[src/rtl/tlin_pkg.sv]
package tlin_pkg;

  typedef enum logic [2:0] {
    ST_IDLE,
    ST_ACC,
    ST_DCORR,
    ST_DSLOPE,
    ST_FIN
  } tlin_state_e;

  // Two-point calibration line; all operands already widened to int
  function automatic int lin_temp(int corr, int cal1, int slope, int ofs);
    return (corr - cal1) * slope - ofs;
  endfunction

  // Smallest multiple of g that is >= v (toward zero for negatives)
  function automatic int ceil_gran(int v, int g);
    int r;
    r = v % g;
    return (r > 0) ? (v - r + g) : (v - r);
  endfunction

endpackage

[src/rtl/tlin_accum.sv]
module tlin_accum #(
  parameter int CODE_W = 12,
  parameter int N_SAMP = 8,
  localparam int SH    = $clog2(N_SAMP),
  localparam int SUM_W = CODE_W + SH,
  localparam int CNT_W = $clog2(N_SAMP + 1)
) (
  input  logic              clk,
  input  logic              rst_n,
  input  logic              clr_i,
  input  logic              en_i,
  input  logic              valid_i,
  input  logic [CODE_W-1:0] code_i,
  output logic              take_o,
  output logic              full_o,
  output logic [CNT_W-1:0]  cnt_o,
  output logic [CODE_W-1:0] avg_o
);

  logic [SUM_W-1:0] sum_q;
  logic [CNT_W-1:0] cnt_q;

  assign full_o = (cnt_q == CNT_W'(N_SAMP));
  assign take_o = en_i & valid_i & ~full_o;
  assign cnt_o  = cnt_q;
  assign avg_o  = CODE_W'(sum_q >> SH);

  always_ff @(posedge clk or negedge rst_n) begin
    if (!rst_n) begin
      sum_q <= '0;
      cnt_q <= '0;
    end else if (clr_i) begin
      sum_q <= '0;
      cnt_q <= '0;
    end else if (take_o) begin
      sum_q <= sum_q + SUM_W'(code_i);
      cnt_q <= cnt_q + CNT_W'(1);
    end
  end

endmodule

[src/rtl/tlin_div.sv]
module tlin_div #(
  parameter int W = 40,
  localparam int CW = $clog2(W + 1)
) (
  input  logic         clk,
  input  logic         rst_n,
  input  logic         go_i,
  input  logic [W-1:0] dvd_i,
  input  logic [W-1:0] dvs_i,
  output logic [W-1:0] quo_o,
  output logic         done_o
);

  logic [W-1:0]  rem_q, quo_q, dvs_q;
  logic [CW-1:0] cnt_q;
  logic [W:0]    rem_sh, rem_sub;
  logic          fits;

  // One restoring step: shift in the next dividend bit, try a subtract
  always_comb begin
    rem_sh  = {rem_q, quo_q[W-1]};
    rem_sub = rem_sh - {1'b0, dvs_q};
    fits    = ~rem_sub[W];
  end

  assign quo_o = quo_q;

  always_ff @(posedge clk or negedge rst_n) begin
    if (!rst_n) begin
      rem_q  <= '0;
      quo_q  <= '0;
      dvs_q  <= '0;
      cnt_q  <= '0;
      done_o <= 1'b0;
    end else if (go_i) begin
      rem_q  <= '0;
      quo_q  <= dvd_i;
      dvs_q  <= dvs_i;
      cnt_q  <= CW'(W);
      done_o <= 1'b0;
    end else if (cnt_q != '0) begin
      rem_q  <= fits ? rem_sub[W-1:0] : rem_sh[W-1:0];
      quo_q  <= {quo_q[W-2:0], fits};
      cnt_q  <= cnt_q - CW'(1);
      done_o <= (cnt_q == CW'(1));
    end else begin
      done_o <= 1'b0;
    end
  end

endmodule

[src/rtl/tcode_linearizer.sv]
module tcode_linearizer
  import tlin_pkg::*;
#(
  parameter int CODE_W     = 12,
  parameter int SAMP_W     = 16,
  parameter int TRIM_W     = 32,
  parameter int N_SAMP     = 8,
  parameter int DIV_W      = 40,
  parameter int CAL0_DEF   = 3148,
  parameter int CAL1_DEF   = 503,
  parameter int CURV_SCALE = 1000000,
  parameter int CURV_K     = 13,
  parameter int SPAN_MC    = 165000,
  parameter int OFS_MC     = 40000,
  parameter int GRAN_MC    = 500,
  localparam int SLOPE_W   = $clog2(SPAN_MC + 1),
  localparam int ACC_CNT_W = $clog2(N_SAMP + 1)
) (
  input  logic                clk,
  input  logic                rst_n,
  input  logic                start_i,
  input  logic                samp_valid_i,
  input  logic [SAMP_W-1:0]   samp_code_i,
  input  logic [TRIM_W-1:0]   trim0_i,
  input  logic [TRIM_W-1:0]   trim1_i,
  output logic signed [31:0]  temp_o,
  output logic                done_o
);

  tlin_state_e          st_q;
  logic [CODE_W-1:0]    cal0_q, cal1_q, corr_q, avg_w;
  logic [SLOPE_W-1:0]   slope_q;
  logic [DIV_W-1:0]     div_dvd, div_dvs, div_quo;
  logic                 div_go, div_done_w;
  logic                 acc_full, acc_take_w, acc_clr;
  logic [ACC_CNT_W-1:0] acc_cnt_w;
  logic                 busy_w, fin_w;
  logic                 unused_samp, unused_bits;

  assign busy_w  = (st_q != ST_IDLE);
  assign fin_w   = (st_q == ST_FIN);
  assign acc_clr = (st_q == ST_IDLE) && start_i;

  generate
    if (SAMP_W > CODE_W) begin : g_samp_hi
      assign unused_samp = ^samp_code_i[SAMP_W-1:CODE_W];
    end else begin : g_samp_eq
      assign unused_samp = 1'b0;
    end
  endgenerate
  assign unused_bits = ^{unused_samp, trim0_i[TRIM_W-2:CODE_W],
                         trim1_i[TRIM_W-2:CODE_W], div_quo[DIV_W-1:SLOPE_W]};

  tlin_accum #(.CODE_W(CODE_W), .N_SAMP(N_SAMP)) u_acc (
    .clk     (clk),
    .rst_n   (rst_n),
    .clr_i   (acc_clr),
    .en_i    (st_q == ST_ACC),
    .valid_i (samp_valid_i),
    .code_i  (samp_code_i[CODE_W-1:0]),
    .take_o  (acc_take_w),
    .full_o  (acc_full),
    .cnt_o   (acc_cnt_w),
    .avg_o   (avg_w)
  );

  // One divider, two uses: curvature correction, then calibration slope
  always_comb begin
    div_go = ((st_q == ST_ACC) && acc_full) || ((st_q == ST_DCORR) && div_done_w);
    if (st_q == ST_ACC) begin
      div_dvd = DIV_W'(avg_w) * DIV_W'(CURV_SCALE);
      div_dvs = DIV_W'(CURV_SCALE) + DIV_W'(avg_w) * DIV_W'(CURV_K);
    end else begin
      div_dvd = DIV_W'(SPAN_MC);
      div_dvs = DIV_W'(cal0_q) - DIV_W'(cal1_q);
    end
  end

  tlin_div #(.W(DIV_W)) u_div (
    .clk    (clk),
    .rst_n  (rst_n),
    .go_i   (div_go),
    .dvd_i  (div_dvd),
    .dvs_i  (div_dvs),
    .quo_o  (div_quo),
    .done_o (div_done_w)
  );

  always_ff @(posedge clk or negedge rst_n) begin
    if (!rst_n) begin
      st_q    <= ST_IDLE;
      cal0_q  <= '0;
      cal1_q  <= '0;
      corr_q  <= '0;
      slope_q <= '0;
      temp_o  <= '0;
      done_o  <= 1'b0;
    end else begin
      done_o <= 1'b0;
      case (st_q)
        ST_IDLE: if (start_i) begin
          cal0_q <= trim0_i[TRIM_W-1] ? trim0_i[CODE_W-1:0] : CODE_W'(CAL0_DEF);
          cal1_q <= trim1_i[TRIM_W-1] ? trim1_i[CODE_W-1:0] : CODE_W'(CAL1_DEF);
          st_q   <= ST_ACC;
        end
        ST_ACC: if (acc_full) st_q <= ST_DCORR;
        ST_DCORR: if (div_done_w) begin
          corr_q <= div_quo[CODE_W-1:0];
          st_q   <= ST_DSLOPE;
        end
        ST_DSLOPE: if (div_done_w) begin
          slope_q <= div_quo[SLOPE_W-1:0];
          st_q    <= ST_FIN;
        end
        ST_FIN: begin
          temp_o <= ceil_gran(lin_temp(int'(corr_q), int'(cal1_q), int'(slope_q), OFS_MC),
                              GRAN_MC);
          done_o <= 1'b1;
          st_q   <= ST_IDLE;
        end
        default: st_q <= ST_IDLE;
      endcase
    end
  end

endmodule

[config.mk]
export PLATFORM = sky130hd
export DESIGN_NAME = tcode_linearizer
export DESIGN_NICKNAME = d
export VERILOG_FILES = /design/src/rtl/tlin_pkg.sv /design/src/rtl/tlin_accum.sv /design/src/rtl/tlin_div.sv /design/src/rtl/tcode_linearizer.sv
export SDC_FILE = /design/constraint.sdc
export NUM_CORES = 2
export LEC_CHECK = 0
export ABC_AREA = 1
export BUFFER_PORTS_ARGS = -buffer_cell sky130_fd_sc_hd__buf_2
export CORE_MARGIN = 2
export CORE_UTILIZATION = 55
export CTS_CLUSTER_SIZE = 30
export DETAILED_ROUTE_END_ITERATION = 10
export PLACE_DENSITY = 0.8
export REMOVE_ABC_BUFFERS = 1
export SKIP_LAST_GASP = 1
export SYNTH_ARGS = -nofsm -noshare
export SYNTH_HDL_FRONTEND = slang
export SYNTH_HIERARCHICAL = 1
export SYNTH_SLANG_ARGS = --single-unit
export TNS_END_PERCENT = 30
[constraint.sdc]
create_clock -name clk -period 31.3 [get_ports clk]
set_input_delay 1.565 -clock clk [delete_from_list [all_inputs] [get_ports clk]]
set_output_delay 1.565 -clock clk [all_outputs]
set_load 0.02 [all_outputs]
==> results.json <==
{
  "placementRows": 96,
  "post_dp_cell_area_um2": 39200,
  "worstMarginPinSlew_ps": 1090,
  "top_usage_layer": "met2",
  "critPathMaxStageDelay_ps": 740,
  "path_max_fanout": 51,
  "first_pass_iters": 6,
  "drc_errors": 0,
  "synthTopCellsByCount": "1503 x nand2_1, 914 x inv_1, 372 x nor2_1",
  "io_pins": 117,
  "grt-ovfl-total": 0,
  "end_kind": "flop",
  "cts_buffer_depth": 3,
  "routabilityCongestion": 0.943,
  "dpl.hpwl_mm": 77.5,
  "required_ps": 31790,
  "arrival_ps": 25530,
  "hold_class": "reg2reg",
  "grtUsageMet3": 0.0460,
  "htree_levels": 1,
  "gr-usage-met2": 0.457,
  "synth-seq-cells": 234,
  "initialDrtViolationCount": 2856,
  "slew_violations": 0,
  "wl_mm": 96.8,
  "cp-start-kind": "flop",
  "slew_headroom": 0.271,
  "status": "complete, no violations",
  "finalHoldViolCount": 0,
  "final_util": 0.585,
  "diodes": 0,
  "critical-path-top-delay-family": "simple AND/OR/NAND/NOR gates",
  "maxCapViolations": 0,
  "dp_slack_ps": 6620,
  "synth.largest_area_cell": "dfrtp_1",
  "maxClockFrequency_mhz": 39.9,
  "min_period_over_period": 0.800,
  "grt_use_met1": 0.377,
  "core_um2": 68700,
  "endpoint": "temp_o[31]",
  "worst-setup-path-type": "reg2reg",
  "antenna_left": 0,
  "synth-edff-count": 0,
  "crit_start": "cal1_q[0]",
  "antenna_found_initial": 1,
  "cts_setup_buffers": 0,
  "gr-usage-all-layers": 0.277,
  "drive_gt1_frac": 0.157,
  "area_delta_synth_final_pct": 5.29,
  "finalWorstSetupSlack_ps": 6260,
  "synth-main-ff-cell": "dfrtp_1",
  "setup_viol": 0,
  "cts_tree": "done",
  "yosysMostFrequentCell": "nand2_1",
  "synth_cell_type_count": 83,
  "ys_seq_area_frac": 0.153,
  "numCtsBuffers": 29,
  "fin_area_um2": 40200,
  "crit_slowest_cell": "nand2_4",
  "reg2reg_depth": 166,
  "fin_crit_ps": 25040,
  "wire_per_inst_um": 14.8,
  "rsz0062_at_grt": "no",
  "cpMostUsedCell": "nand2_1",
  "setup_tns_ps": 0,
  "ctsHoldBuffers": 0,
  "netlist.area_leader.share": 0.153,
  "dieWidth_um": 268,
  "vias": 34800,
  "fin_skew_ps": 33.8,
  "dieArea_um2": 71600,
  "nets": 6209,
  "die_y_um": 268,
  "syn_area_um2": 38200,
  "ys_top_cells_by_area": "dfrtp_1 15%, nand2_1 15%, fa_1 12%",
  "fillCellCount": 6494,
  "cts.sinks": 234,
  "r2r_end": "temp_o[31]",
  "routed_via_density": 5.33,
  "grt_start_max_net_pins": 112,
  "clock-root-buffer": "clkbuf_16",
  "regToRegSetupSlack_ps": 6260,
  "reg2reg_from": "cal1_q[0]",
  "grt_pass1_vias": 33900,
  "critPathBufInv": 18,
  "yosysWarnings": 6,
  "portBuffers": 72,
  "cp.depth": 166,
  "initial_core_util": 0.556,
  "avgSynthCellArea_um2": 6.87,
  "clock_latency_ps": 600,
  "cts-resized-gates": 0,
  "clk_pin_slew_ps": 60,
  "grt_pass1_wl_mm": 164,
  "syn_inst": 5562,
  "synthArstFlopShare": 1.00
}
## logic make-up (layout without fill, tap and decap cells)
| logic type | Yosys count | count (layout) | synth area share |
|---|---|---|---|
| mux | 9 | 9 | 0.00265 |
| fa+ha+maj | 542 | 542 | 0.222 |
| buf+inv | 1159 | 1189 | 0.124 |
| flops | 234 | 234 | 0.153 |
| other cells | 1 | 15 | 0.0000982 |
| simple gates | 2898 | 2898 | 0.370 |
| compound gates | 575 | 575 | 0.0918 |
| xor+xnor | 144 | 144 | 0.0361 |
## per-layer routing
metal / up-vias / share of wire
met5: - / 0.00015
met4: 2 / 0.026
met3: 174 / 0.075
met2: 1046 / 0.45
met1: 16200 / 0.45
li1: 17400 / -
## layout by cell type (no fill, tap or decap), drive strengths merged, types with 21 or more instances in the layout
master / instances
a22oi: 26
o21ai: 281
o211ai: 21
nand3b: 21
xnor2: 37
nor2: 477
ha: 314
a21oi: 147
nand3: 458
o21bai: 27
nand2: 1826
dfrtp: 234
nand4: 63
clkbuf: 33
fa: 228
inv: 1018
xor2: 107
buf: 89
clkinv: 44
nor3: 21
## flip-flops by register name, summed over array words and instances, names as in the netlist
signal	flops
u_div/dvs_q	40
corr_q	12
slope_q	18
u_div/quo_o	40
done_o	1
st_q	3
cal1_q	12
temp_o	30
u_div/rem_q	40
u_div/done_o	1
u_acc/cnt_o	4
cal0_q	12
u_acc/sum_q	15
u_div/cnt_q	6
## worst min path at each step
stage                              start             end  slack, ps  cells past startpoint
after global placement    u_acc/cnt_o[3]  u_acc/cnt_o[3]        450                      1
after detailed placement  u_acc/cnt_o[3]  u_acc/cnt_o[3]        460                      1
after CTS                 u_acc/cnt_o[3]  u_acc/cnt_o[3]        460                      1
after global routing      u_acc/cnt_o[3]  u_acc/cnt_o[3]        490                      1
after floorplan           u_acc/cnt_o[3]  u_acc/cnt_o[3]        440                      1
final                     u_acc/cnt_o[3]  u_acc/cnt_o[3]        460                      1
## layout make-up
class	count	area, um2	share of cell area
Timing Repair Buffer	89	498	0.0124
Sequential cell	234	5860	0.146
Clock inverter	21	234	0.00582
Tap cell	931	1160	0.0290
Clock buffer	33	771	0.0192
Inverter	1046	4000	0.0994
Multi-Input combinational cell	4183	27700	0.689
## per-stage QoR
step	std cells	hold slack (ps)
floorplan	5463	437
global placement	6483	454
detailed placement	6483	458
CTS	6537	464
global route	6537	486
finish	6537	462
Power is not shown: default switching activity piles up to over one toggle a cycle in this logic, so the estimate is an artifact.
